$ cat src/rtl/ser_fe_pkg.sv
package ser_fe_pkg;
  localparam int unsigned REG_W = 8;

  typedef enum logic [1:0] {
    SEL_CTRL = 2'd0,
    SEL_RXS  = 2'd1,
    SEL_TXS  = 2'd2,
    SEL_DATA = 2'd3
  } wsel_e;

  // control register field positions
  localparam int unsigned CT_DIV16    = 7;
  localparam int unsigned CT_WL_LO    = 5;
  localparam int unsigned CT_FR_LO    = 3;
  localparam int unsigned CT_PAR_EN   = 2;
  localparam int unsigned CT_PAR_EVEN = 1;

  // receiver status
  localparam int unsigned RX_EN = 0;
  localparam logic [REG_W-1:0] RX_KEEP_MASK = 8'h0B;

  // transmitter status
  localparam int unsigned TX_EN  = 0;
  localparam int unsigned TX_EOT = 4;
  localparam int unsigned TX_UE  = 6;
  localparam int unsigned TX_BE  = 7;
  localparam logic [REG_W-1:0] TX_RO_MASK =
    (REG_W'(1) << TX_BE) | (REG_W'(1) << TX_UE) | (REG_W'(1) << TX_EOT);
  localparam logic [REG_W-1:0] TX_RESET = REG_W'(1) << TX_BE;

  localparam int unsigned MAX_WORD = 8;

  typedef struct packed {
    logic [3:0] word_bits;
    logic       start_bit;
    logic [2:0] stop_halves;
    logic       par_en;
    logic       par_even;
    logic       div16;
    logic       sync_mode;
  } frame_cfg_t;

  function automatic frame_cfg_t decode_ctrl(input logic [REG_W-1:0] c);
    frame_cfg_t f;
    logic [1:0] wl;
    logic [1:0] fr;
    wl = c[CT_WL_LO +: 2];
    fr = c[CT_FR_LO +: 2];
    f.word_bits = 4'(MAX_WORD) - {2'b00, wl};
    f.par_en    = c[CT_PAR_EN];
    f.par_even  = c[CT_PAR_EVEN];
    f.div16     = c[CT_DIV16];
    case (fr)
      2'd0: begin f.start_bit = 1'b0; f.stop_halves = 3'd0; f.sync_mode = 1'b1; end
      2'd1: begin f.start_bit = 1'b1; f.stop_halves = 3'd2; f.sync_mode = 1'b0; end
      2'd2: begin f.start_bit = 1'b1; f.stop_halves = 3'd3; f.sync_mode = 1'b0; end
      default: begin f.start_bit = 1'b1; f.stop_halves = 3'd4; f.sync_mode = 1'b0; end
    endcase
    return f;
  endfunction
endpackage

$ cat src/rtl/ser_fe_frame_dec.sv
module ser_fe_frame_dec
  import ser_fe_pkg::*;
(
  input  logic             clk,
  input  logic             rst,
  input  logic             wr,
  input  logic [REG_W-1:0] wdata,
  output frame_cfg_t       cfg,
  output logic             restart
);
  always_ff @(posedge clk) begin
    if (rst) begin
      cfg     <= decode_ctrl('0);
      restart <= 1'b0;
    end else begin
      restart <= wr;
      if (wr) cfg <= decode_ctrl(wdata);
    end
  end
endmodule

$ cat src/rtl/ser_fe_rx_stat.sv
module ser_fe_rx_stat
  import ser_fe_pkg::*;
(
  input  logic             clk,
  input  logic             rst,
  input  logic             wr,
  input  logic [REG_W-1:0] wdata,
  output logic [REG_W-1:0] stat
);
  always_ff @(posedge clk) begin
    if (rst) begin
      stat <= '0;
    end else if (wr) begin
      if (!wdata[RX_EN]) stat <= '0;
      else               stat <= wdata & RX_KEEP_MASK;
    end
  end
endmodule

$ cat src/rtl/ser_fe_tx_buf.sv
module ser_fe_tx_buf
  import ser_fe_pkg::*;
(
  input  logic             clk,
  input  logic             rst,
  input  logic             wr_stat,
  input  logic             wr_dat,
  input  logic [REG_W-1:0] wdata,
  input  logic             shift_empty,
  output logic [REG_W-1:0] stat,
  output logic             load_stb,
  output logic [REG_W-1:0] load_data
);
  logic [REG_W-1:0] stat_n, hold_q, hold_n, ldd_n;
  logic             pend_q, pend_n, ld_n, se_d_q;

  always_comb begin
    stat_n = stat;
    pend_n = pend_q;
    hold_n = hold_q;
    ld_n   = 1'b0;
    ldd_n  = load_data;
    if (wr_stat) begin
      stat_n = (wdata & ~TX_RO_MASK) | (stat & TX_RO_MASK);
      if (!wdata[TX_EN]) begin
        stat_n[TX_UE] = 1'b0;
        if (shift_empty) stat_n[TX_EOT] = 1'b1;
      end else begin
        stat_n[TX_EOT] = 1'b0;
        if (pend_q && shift_empty) begin
          ld_n   = 1'b1;
          ldd_n  = hold_q;
          pend_n = 1'b0;
        end
        if (!pend_n) stat_n[TX_BE] = 1'b1;
      end
    end else if (wr_dat) begin
      hold_n = wdata;
      if (stat[TX_EN] && shift_empty) begin
        ld_n          = 1'b1;
        ldd_n         = wdata;
        pend_n        = 1'b0;
        stat_n[TX_BE] = 1'b1;
      end else begin
        pend_n        = 1'b1;
        stat_n[TX_BE] = 1'b0;
      end
    end else if (stat[TX_EN] && shift_empty) begin
      if (pend_q) begin
        ld_n          = 1'b1;
        ldd_n         = hold_q;
        pend_n        = 1'b0;
        stat_n[TX_BE] = 1'b1;
      end else if (!se_d_q) begin
        stat_n[TX_UE] = 1'b1;
      end
    end
  end

  always_ff @(posedge clk) begin
    if (rst) begin
      stat      <= TX_RESET;
      pend_q    <= 1'b0;
      hold_q    <= '0;
      load_stb  <= 1'b0;
      load_data <= '0;
      se_d_q    <= 1'b1;
    end else begin
      stat      <= stat_n;
      pend_q    <= pend_n;
      hold_q    <= hold_n;
      load_stb  <= ld_n;
      load_data <= ldd_n;
      se_d_q    <= shift_empty;
    end
  end
endmodule

$ cat src/rtl/ser_frontend.sv
module ser_frontend
  import ser_fe_pkg::*;
(
  input  logic       clk,
  input  logic       rst,
  input  logic       wr_en,
  input  logic [1:0] wr_sel,
  input  logic [7:0] wr_data,
  input  logic       shift_empty,
  output logic [7:0] rx_stat,
  output logic [7:0] tx_stat,
  output logic [3:0] word_bits,
  output logic       start_bits,
  output logic [2:0] stop_halves,
  output logic       par_en,
  output logic       par_even,
  output logic       div16,
  output logic       sync_mode,
  output logic       rx_restart,
  output logic       load_stb,
  output logic [7:0] load_data
);
  frame_cfg_t cfg;
  logic wr_ctl, wr_rxs, wr_txs, wr_dat;

  assign wr_ctl = wr_en && (wr_sel == SEL_CTRL);
  assign wr_rxs = wr_en && (wr_sel == SEL_RXS);
  assign wr_txs = wr_en && (wr_sel == SEL_TXS);
  assign wr_dat = wr_en && (wr_sel == SEL_DATA);

  ser_fe_frame_dec u_dec (
    .clk(clk), .rst(rst), .wr(wr_ctl), .wdata(wr_data),
    .cfg(cfg), .restart(rx_restart)
  );

  ser_fe_rx_stat u_rxs (
    .clk(clk), .rst(rst), .wr(wr_rxs), .wdata(wr_data), .stat(rx_stat)
  );

  ser_fe_tx_buf u_txb (
    .clk(clk), .rst(rst), .wr_stat(wr_txs), .wr_dat(wr_dat),
    .wdata(wr_data), .shift_empty(shift_empty), .stat(tx_stat),
    .load_stb(load_stb), .load_data(load_data)
  );

  assign word_bits   = cfg.word_bits;
  assign start_bits  = cfg.start_bit;
  assign stop_halves = cfg.stop_halves;
  assign par_en      = cfg.par_en;
  assign par_even    = cfg.par_even;
  assign div16       = cfg.div16;
  assign sync_mode   = cfg.sync_mode;
endmodule

$ cat config.mk
export PLATFORM = sky130hd
export DESIGN_NAME = ser_frontend
export DESIGN_NICKNAME = d
export VERILOG_FILES = /design/src/rtl/ser_fe_pkg.sv /design/src/rtl/ser_fe_frame_dec.sv /design/src/rtl/ser_fe_rx_stat.sv /design/src/rtl/ser_fe_tx_buf.sv /design/src/rtl/ser_frontend.sv
export SDC_FILE = /design/constraint.sdc
export NUM_CORES = 1
export LEC_CHECK = 0
export BUFFER_PORTS_ARGS = -buffer_cell sky130_fd_sc_hd__buf_2
export CORE_AREA = 2 2 75 48
export CTS_BUF_LIST = sky130_fd_sc_hd__clkbuf_2 sky130_fd_sc_hd__clkbuf_4 sky130_fd_sc_hd__clkbuf_8
export CTS_CLUSTER_SIZE = 12
export DETAILED_ROUTE_END_ITERATION = 8
export DIE_AREA = 0 0 77 50
export PLACE_DENSITY = 0.95
export SLEW_MARGIN = 20
export SYNTH_ARGS = -nofsm -noshare
export SYNTH_HDL_FRONTEND = slang
export SYNTH_SLANG_ARGS = --single-unit
$ cat constraint.sdc
create_clock -name clk -period 3.8 [get_ports clk]
set_input_delay 0.19 -clock clk [delete_from_list [all_inputs] [get_ports clk]]
set_output_delay 0.19 -clock clk [all_outputs]
set_load 0.02 [all_outputs]
# Word-level counts from Yosys, hierarchy flattened
# Cells that the tools add are included.
dict set report totals {
  out_inout_bits 38
  in_bits 14
  ff_bits 48
}
dict set report classes {
  reduce_logical 16
  n_mux 37
  eq_ne 10
  bitwise 2
  add_sub_neg 1
}
# operator count
set ops {}
lappend ops {{$mux 8} 7}
lappend ops {{$mux 1} 26}
lappend ops {{$pmux 4 s3} 1}
lappend ops {{$or 6x8->8} 1}
lappend ops {{$reduce_and 4->1} 2}
lappend ops {{$eq 2x2->1 const B} 3}
lappend ops {{$logic_and 1x1->1} 6}
lappend ops {{$ne 2x1->1 const B} 3}
lappend ops {{$reduce_and 2->1} 3}
lappend ops {{$reduce_bool 3->1} 2}
lappend ops {{$eq 2x1->1 const B} 2}
lappend ops {{$logic_not 2->1} 2}
lappend ops {{$mux 2} 2}
lappend ops {{$mux 4} 1}
lappend ops {{$ne 2x2->1 const B} 2}
lappend ops {{$sub 4x2->4 const A} 1}
lappend ops {{$reduce_bool 2->1} 1}
lappend ops {{$not 1->1} 1}

# Logic depth before layout (Yosys ltp)
# Gate-level depths: netlist of run 1.
dict set report depth {
  depth_word 7
  mapped_depth 6
  ltp_nobuf 5
}

# Cells and area by module
# From an unflattened synthesis of run 1, not the netlist that was laid out.
dict set report hier_totals {
  hier_cells 172
  hier_area_um2 1821.7
}
# module area_each_um2 cells_each n_inst
set modules_own_cells {}
lappend modules_own_cells {ser_fe_tx_buf 1076.0 100 1}
lappend modules_own_cells {ser_fe_frame_dec 560.5 51 1}
lappend modules_own_cells {ser_fe_rx_stat 147.6 17 1}
lappend modules_own_cells {ser_frontend 37.5 4 1}

# Least setup slack after synthesis of run 1
# Ideal clock, no wire load.
dict set report synth_timing {
  path_type {input to register}
  start {input port wr_sel[1]}
  end {register u_txb.load_data[0]}
  path_buffers 2
  path_slack_ns 2.256
  path_stages 6
  arrival_time_ns 1.423
  cell_sequence {clkbuf_2 > and3b_1 > clkbuf_2 > and3_4 > o21ai_4 > mux2_2}
}
dict set report synth_via {
  elab_chain_cells 4
  word_cells_on_any_way 11
  classes_between {eq/ne: 4; mux: 2; reduce/logical: 5}
}
# item line_no
set synth_rtl {}
lappend synth_rtl {{start, declared} ser_frontend.sv:7} ;# input logic [1:0] wr_sel,
lappend synth_rtl {{$eq 2x2->1, on equally long branches} {ser_frontend.sv:28, ser_frontend.sv:29}}
lappend synth_rtl {{$logic_and 1x1->1, on equally long branches} {ser_frontend.sv:28, ser_frontend.sv:29}}
lappend synth_rtl {{$ne 2x2->1 (no line) (tied with other cells)} n/a}
lappend synth_rtl {{$reduce_and 4->1 (no line) / $mux 8 (equally long branches)} n/a}
lappend synth_rtl {{end signal, assigned} ser_fe_tx_buf.sv:73} ;# load_data <= ldd_n;
lappend synth_rtl {{end, declared} ser_fe_tx_buf.sv:12} ;# output logic [REG_W-1:0] load_data
# Parallel ways exist; a longest one is shown, timed or not.
# A chain may end at the register's enable or synchronous reset.

# Final worst setup path of run 1
dict set report layout_timing {
  start {register u_txb.pend_q}
  end {register u_txb.load_data[0]}
}
dict set report layout_via {
  elab_chain_cells 3
  word_cells_on_any_way 4
  classes_between {eq/ne: 1; reduce/logical: 3}
}
# item line_no
set layout_rtl {}
lappend layout_rtl {{start, declared} ser_fe_tx_buf.sv:15} ;# logic pend_q, pend_n, ld_n, se_d_q;
lappend layout_rtl {{start signal, assigned} ser_fe_tx_buf.sv:70} ;# pend_q <= pend_n;
lappend layout_rtl {{$logic_and 1x1->1} ser_fe_tx_buf.sv:30} ;# if (pend_q && shift_empty) begin
lappend layout_rtl {{$ne 2x2->1 (no line)} n/a}
lappend layout_rtl {{$reduce_and 4->1 (no line) (*)} n/a}
# Every way passes the cells marked *; elsewhere a longest branch is shown, timed or not.

==> reports/metrics.csv, run 1 <==
stage;metric;value;unit
layout;synthesis-to-finish area growth;18.8;%
synth;Synth Area in Simple Gates;20.1;%
layout;most common cell after layout, fill and taps aside;buf_2;
sta;Slew @ Worst Pin;0.723;ns
route;Initial DRC Count;65;
clocking;Clock Sink Count;43;
floorplan;Die Height;50;um
sta;Period minus WS final;1.44;ns
sta;period utilization;38.0;%
synth;XOR/XNOR Fraction of Synth Area;0;%
layout;fraction of layout cells with a size suffix above 1;28.7;%
worst_hold_path;WHS Endpoint;u_dec.cfg[1];
synth;Unique masters post-synth;30;
synth;top post-synthesis cells by area;dfxtp_1 49%, nand2_1 7.9%, a21oi_1 6.0%, mux2i_1 5.7%, mux2_2 5.1%;
layout;highest-count cells in the layout ignoring fill and taps;46 x buf_2, 43 x dfxtp_1, 37 x nand2_1;
synth;largest family of logic cells by synthesized area;simple AND/OR/NAND/NOR gates;
synth;Avg Inst Size Synth;9.03;um2
synth;Yosys reg bits;43;
critical_path;Setup crit end kind;flop;
route;drt pass-1 iters;4;
sta;Max Transition Viols Final;0;
critical_path;crit path launch type;flop;
critical_path;CP Data Arrival Time;1.63;ns
sta;hold_ws;0.145;ns
global_routing;GRT overflow;0;
floorplan;Die ar.;0.00385;mm2
floorplan;Die X;77;um
critical_path;FF-to-FF End;u_txb.load_data[0];
global_routing;vias in the first global route;1304;
route;vias per cell;5.05;
layout;final instance area;0.00208;mm2
synth;Synth Area in Compound Gates;10.0;%
floorplan;I/O pin cnt;52;
synth;Post-synth EDFFs;0;
place;gpl congestion;0.847;
critical_path;CP required;3.99;ns
layout;non-filler cells, final;282;
route;Routed Antenna Nets;0;
critical_path;worst r2r src;u_txb.pend_q;
critical_path;Crit Path Max Fanout;9;
sta;relative slew slack;51.6;%
clocking;Setup Buffers After CTS;0;
global_routing;gr usage total;20.0;%
clocking;Clk pin slew, worst setup/hold paths;0.08;ns
critical_path;cells on worst reg2reg path;4;
floorplan;site row count;16;
clocking;post_cts resized;0;
sta;setup repair after global routing missed its margin;no;
synth;Post-Syn Area;0.00175;mm2
clocking;worst-case clock buffer depth;2;
layout;diode count;0;
route;WL per Instance;13.4;um
worst_hold_path;Hold Path Origin;wr_data[7];
synth;async set-or-reset flop fraction in the synthesized netlist;0;%
clocking;Root Driver;clkbuf_8;
power;leakage power;1.01;nW
sta;Hold Vio Cnt, Final;0;
layout;nets@finish;255;
critical_path;CP Class;flop to flop;
place;port buffer count;46;
worst_hold_path;Hold Crit Class;input port to flop;
sta;Finish-stage setup viols;0;
place;Cells after DPL;274;
synth;sequential share of the synthesized area;49.1;%
outcome;outcome;completed;
route;detailed-route DRC error count;0;
clocking;hold buffer count at CTS;0;
clocking;CTS tree;yes;
clocking;worst skew pair latency;0.30;ns
clocking;cts bufs inserted;5;
global_routing;largest net degree at the start of global routing;42;
synth;mux contribution to synthesized area;10.9;%
critical_path;R2R Setup Slk;2.36;ns
power;VDD IR-drop max;0.233;mV
place;placed inst area;0.00198;mm2
layout;# fillers;282;
floorplan;Starting Density;55.4;%
route;detailed-route via count;1424;
synth;post-synth top area cell;dfxtp_1;
place;Post-DP HPWL;2700;um
layout;multi-input logic area;803;um2
synth;Cells after Synth;194;
synth;top-area cell type share of the netlist area;49.1;%
layout;register area;861;um2
worst_hold_path;hold path cells;3;
clocking;CTS H-Tree Depth;2;
flow_run;Max Cap Violations;0;
synth;Synth Flop Type;dfxtp_1;
layout;fin util;65.8;%
synth;Ys Warns;0;
route;Post-Route WL;3770;um
sta;Post-Route Setup TNS;0;ns
power;Power Density;422;mW/mm2
synth;adder-cell share of the synthesized area;3.57;%
global_routing;first-pass GRT wire length;5950;um
sta;Final Skew;0.00298;ns
global_routing;initial antenna violation count;0;
sta;f_max;693;MHz
floorplan;core box area;0.00316;mm2
-- worst max-delay path by stage --
stage,startpoint,endpoint,depth (start not counted)
after detailed placement,wr_sel[0],u_txb.load_data[4],5
after global routing,u_txb.pend_q,u_txb.load_data[0],4
after CTS,u_txb.pend_q,u_txb.load_data[0],4
after global placement,wr_en,u_dec.cfg[7],4
after floorplan,wr_sel[1],u_txb.load_data[0],6
final,u_txb.pend_q,u_txb.load_data[0],4
-- metal layers --
metal	part of all wire (%)	GRT usage, %	up-vias
met5	0	0	-
met4	0.90	6.85	0
met3	7.2	6.23	4
met2	44	30.1	42
met1	48	27.4	663
li1	-	-	715
-- where the power goes --
part | leakage (nW) | internal [mW] | switching [mW]
Combinational | 0.607 | 0.0269 | 0.0564
Clock | 0.0505 | 0.165 | 0.161
Sequential | 0.349 | 0.463 | 0.00629
Total | 1.01 | 0.655 | 0.224
-- layout make-up --
type,instances,share of cell area [%]
clock buffer,7,4.63
timing repair buffer,46,11.1
inverter,7,1.26
multi-input combinational,133,38.6
clock inverter,1,0.361
tap,45,2.71
sequential,43,41.4
-- sequential cells by signal, indices dropped and copies added (netlist names) --
register / flops
u_dec.cfg: 12
u_txb.hold_q: 8
u_txb.load_data: 8
u_txb.stat: 8
u_rxs.stat: 3
u_dec.restart: 1
u_txb.load_stb: 1
u_txb.pend_q: 1
u_txb.se_d_q: 1
-- critical path, cell delays in order, from the launching register on --
cell	delay (ns)
dfxtp_1	0.39
nand2_1	0.11
mux2i_1	0.12
o21ai_4	0.33
mux2_2	0.39
-- cells by family (layout without fill, tap and decap cells) --
group	count (synthesis)	in the layout
compound gates	29	29
fa+ha+maj	5	5
buf+inv	22	61
flops	43	43
mux	18	18
other cells	1	5
simple gates	76	76
-- Yosys cell counts (4+ instances only) --
cell       n
a21oi_1   21
clkbuf_1   6
nor2_1    17
inv_1      7
nand2_1   37
buf_4      6
ha_1       5
nand3_1    4
nor2b_1    8
mux2_2     8
mux2i_1   10
dfxtp_1   43
-- per-stage QoR --
step	setup slack, ns	total power, mW
after detailed placement	2.11	0.562
after CTS	2.37	0.884
after floorplan	2.26	0.538
final	2.36	0.879
after global routing	2.32	0.914
after global placement	2.10	0.559
Note: power is estimated with default switching activity, not from simulation.
==> run 2, diff against run 1 <==
--- a/config.mk
+++ b/config.mk
@@ -5,13 +5,14 @@
 export SDC_FILE = /design/constraint.sdc
 export NUM_CORES = 1
 export LEC_CHECK = 0
+export ABC_AREA = 1
 export BUFFER_PORTS_ARGS = -buffer_cell sky130_fd_sc_hd__buf_2
-export CORE_AREA = 2 2 75 48
+export CORE_AREA = 2 2 83 53
 export CTS_BUF_LIST = sky130_fd_sc_hd__clkbuf_2 sky130_fd_sc_hd__clkbuf_4 sky130_fd_sc_hd__clkbuf_8
 export CTS_CLUSTER_SIZE = 12
 export DETAILED_ROUTE_END_ITERATION = 8
-export DIE_AREA = 0 0 77 50
-export PLACE_DENSITY = 0.95
+export DIE_AREA = 0 0 85 55
+export PLACE_DENSITY = 0.88
 export SLEW_MARGIN = 20
 export SYNTH_ARGS = -nofsm -noshare
 export SYNTH_HDL_FRONTEND = slang
==> constraint.sdc (replaced) <==
create_clock -name clk -period 1.3 [get_ports clk]
set_input_delay 0.065 -clock clk [delete_from_list [all_inputs] [get_ports clk]]
set_output_delay 0.065 -clock clk [all_outputs]
set_load 0.02 [all_outputs]
==> run 2 against run 1 <==
  * Final cell count rose by 25%
  * Cell area rose by 6.6%
  * Sequential power rose to 3.0 times the previous value
  * Wire length rose by 6.0%
  * Critical path depth rose by 5
  * Die area rose by 21%
  * Clock skew rose by 0.0041 ns
  * Clock power rose to 2.7 times the previous value
  * Worst setup slack got worse by 2.2 ns
  * First-iteration DRC count rose by 55%
  * Critical endpoint is now u_txb.load_data[7]
==> reports/metrics.csv, run 2 <==
stage;metric;value;unit;change
place;placed inst area;0.00211;mm2;was 0.00198 mm2
critical_path;CP Class;input port to flop;;was flop to flop
layout;diode count;0;;unchanged
layout;Most flops, register;u_dec.cfg;;unchanged
route;drt pass-1 iters;4;;unchanged
clocking;Setup Buffers After CTS;0;;unchanged
floorplan;Die ar.;0.00468;mm2;was 0.00385 mm2
place;worst slack, placed;0.0754;ns;was 2.11 ns
layout;most common cell after layout, fill and taps aside;nand2_1;;was buf_2
synth;Ys Warns;0;;unchanged
synth;Synth Flop Type;dfxtp_1;;unchanged
place;gpl congestion;0.794;;was 0.847
sta;Final Skew;0.00710;ns;was 0.00298 ns
global_routing;largest net degree at the start of global routing;18;;was 42
critical_path;Crit Path Max Fanout;8;;was 9
clocking;Clock Sink Count;43;;unchanged
route;Post-Route WL;4000;um;was 3770 um
synth;async set-or-reset flop fraction in the synthesized netlist;0;%;unchanged
power;Power Density;1190;mW/mm2;was 422 mW/mm2
layout;fin util;56.3;%;was 65.8%
synth;Post-Syn Area;0.00184;mm2;was 0.00175 mm2
global_routing;vias in the first global route;1501;;was 1,304
clocking;Root Driver;clkbuf_8;;unchanged
layout;nets@finish;320;;was 255
route;vias per cell;4.86;;was 5.05
layout;fraction of layout cells with a size suffix above 1;23.5;%;was 28.7%
worst_hold_path;Hold Path Origin;shift_empty;;was wr_data[7]
route;Initial DRC Count;101;;was 65
synth;Cells after Synth;250;;was 194
synth;post-synth top area cell;dfxtp_1;;unchanged
global_routing;gr usage total;18.6;%;was 20.0%
route;detailed-route DRC error count;0;;unchanged
layout;final instance area;0.00222;mm2;was 0.00208 mm2
floorplan;site row count;18;;was 16
sta;setup repair after global routing missed its margin;no;;unchanged
critical_path;crit path launch type;input port;;was flop
floorplan;I/O pin cnt;52;;unchanged
critical_path;worst r2r src;u_txb.stat[0];;was u_txb.pend_q
clocking;worst skew pair latency;0.30;ns;about the same
critical_path;Setup crit end kind;flop;;unchanged
sta;hold_ws;0.0160;ns;was 0.145 ns
clocking;Clk pin slew, worst setup/hold paths;0.09;ns;was 0.08 ns
sta;Hold Vio Cnt, Final;0;;unchanged
synth;commonest cells in the netlist;54 x nand2_1, 48 x nor2_1, 43 x dfxtp_1;;was 43 x dfxtp_1, 37 x nand2_1, 21 x a21oi_1
layout;register area;861;um2;unchanged
global_routing;first-pass GRT wire length;6660;um;was 5950 um
clocking;CTS tree;yes;;unchanged
sta;period utilization;91.2;%;
floorplan;Die Height;55;um;was 50 um
outcome;outcome;completed;;unchanged
floorplan;Die X;85;um;was 77 um
sta;Finish-stage setup viols;0;;unchanged
power;leakage power;1.14;nW;was 1.01 nW
worst_hold_path;Hold Crit Class;input port to flop;;unchanged
synth;top-area cell type share of the netlist area;46.8;%;was 49.1%
power;VDD IR-drop max;0.722;mV;was 0.233 mV
sta;Post-Route Setup TNS;0;ns;unchanged
layout;max reg flops;12;;unchanged
sta;Max Transition Viols Final;0;;unchanged
critical_path;Critical path origin;wr_data[0];;was u_txb.pend_q
synth;Post-synth EDFFs;0;;unchanged
synth;Unique masters post-synth;19;;was 30
global_routing;GRT overflow;0;;unchanged
global_routing;initial antenna violation count;0;;unchanged
place;port buffer count;46;;unchanged
layout;# fillers;365;;was 282
sta;slack of the critical path;0.114;ns;was 2.36 ns
synth;Avg Inst Size Synth;7.36;um2;was 9.03 um2
clocking;worst-case clock buffer depth;2;;unchanged
route;Routed Antenna Nets;0;;unchanged
clocking;cts bufs inserted;5;;unchanged
synth;sequential share of the synthesized area;46.8;%;was 49.1%
route;WL per Instance;11.4;um;was 13.4 um
flow_run;Max Cap Violations;0;;unchanged
layout;synthesis-to-finish area growth;20.6;%;was 18.8%
synth;top-count cell post-synth;nand2_1;;was dfxtp_1
floorplan;Starting Density;46.7;%;was 55.4%
sta;f_max;843;MHz;
layout;multi-input logic area;816;um2;was 803 um2
synth;Yosys reg bits;43;;unchanged
route;detailed-route via count;1710;;was 1,424
floorplan;core box area;0.00394;mm2;was 0.00316 mm2
critical_path;CP required;1.50;ns;was 3.99 ns
synth;top post-synthesis cells by area;dfxtp_1 47%, nand2_1 11%, nor2_1 9.8%, inv_1 5.1%, o21ai_0 4.4%;;was dfxtp_1 49%, nand2_1 7.9%, a21oi_1 6.0%, mux2i_1 5.7%, mux2_2 5.1%
layout;highest-count cells in the layout ignoring fill and taps;54 x nand2_1, 47 x nor2_1, 46 x buf_2;;was 46 x buf_2, 43 x dfxtp_1, 37 x nand2_1
clocking;CTS H-Tree Depth;2;;unchanged
place;Post-DP HPWL;3110;um;was 2700 um
sta;Period minus WS final;1.19;ns;
critical_path;CP Data Arrival Time;1.39;ns;was 1.63 ns
==> run 2: changes by cell type in the layout (fill, tap and decap cells not counted), moves of 3 or more <==
cell	change
nand2_1	+17
nand3_1	+10
nand2_2	+3
nor2b_1	-8
buf_4	+7
o21ai_0	+14
nor2_1	+30
mux2i_1	-10
mux2_2	-8
a21oi_1	-8
inv_1	+17
nand4_1	+8
==> run 2: logic make-up (layout without fill, tap and decap cells) <==
logic type	Yosys count	count (layout)	share of synthesized area, %
and+or+nand+nor	133	133	31.9
other	1	5	0.204
DFF	43	43	46.8
adders and majority gates	5	5	3.40
buffers and inverters	39	87	9.80
AOI/OAI and AO/OA	29	29	7.89
==> run 2: per-stage QoR <==
stage,power (mW),cells
global route,2.77,352
CTS,2.66,352
floorplan,1.68,254
detailed placement,1.79,343
global placement,1.78,343
finish,2.64,352
==> run 2: final cells by class <==
cell class	count	area share, %
Sequential cell	43	38.8
Clock inverter	3	1.07
Clock buffer	5	3.10
Multi-Input combinational cell	172	36.8
Tap cell	50	2.82
Inverter	25	4.23
Timing Repair Buffer	54	13.2
==> run 2: metal layers <==
| metal | vias to the layer above | part of all wire (%) | track usage (%) |
|---|---|---|---|
| met4 | 0 | 1.1 | 7.14 |
| met3 | 6 | 7.1 | 6.08 |
| met5 | - | 0 | 0 |
| met2 | 55 | 41 | 30.2 |
| met1 | 768 | 50 | 23.7 |
| li1 | 881 | - | - |
==> run 2: report_power, final <==
part           internal, mW  leakage, nW  switching (mW)
registers              1.37        0.351          0.0231
logic                 0.118        0.745           0.246
clock network         0.384       0.0408           0.493
==> run 2: repair_timing <==
action	CTS	global route
hold buffers	1	0
endpoints found under the setup margin	0	1
gates resized for setup	0	2
endpoints found under the hold margin	1	0
==> run 2: worst paths after layout <==
check	slack [ns]	to	cells after the start
min reg2reg	0.47	u_dec.cfg[0]	2
max reg2reg	0.15	u_txb.load_data[7]	7
max	0.11	u_txb.load_data[7]	9
min	0.02	u_txb.se_d_q	3
==> run 2: critical path, cell delays in order <==
cell	delay, ns
dlygate4sd3_1	0.52
buf_2	0.12
inv_2	0.07
nor2_1	0.11
nand2_2	0.10
nand2_4	0.12
nand2_1	0.10
nor2_2	0.12
nor2_1	0.06
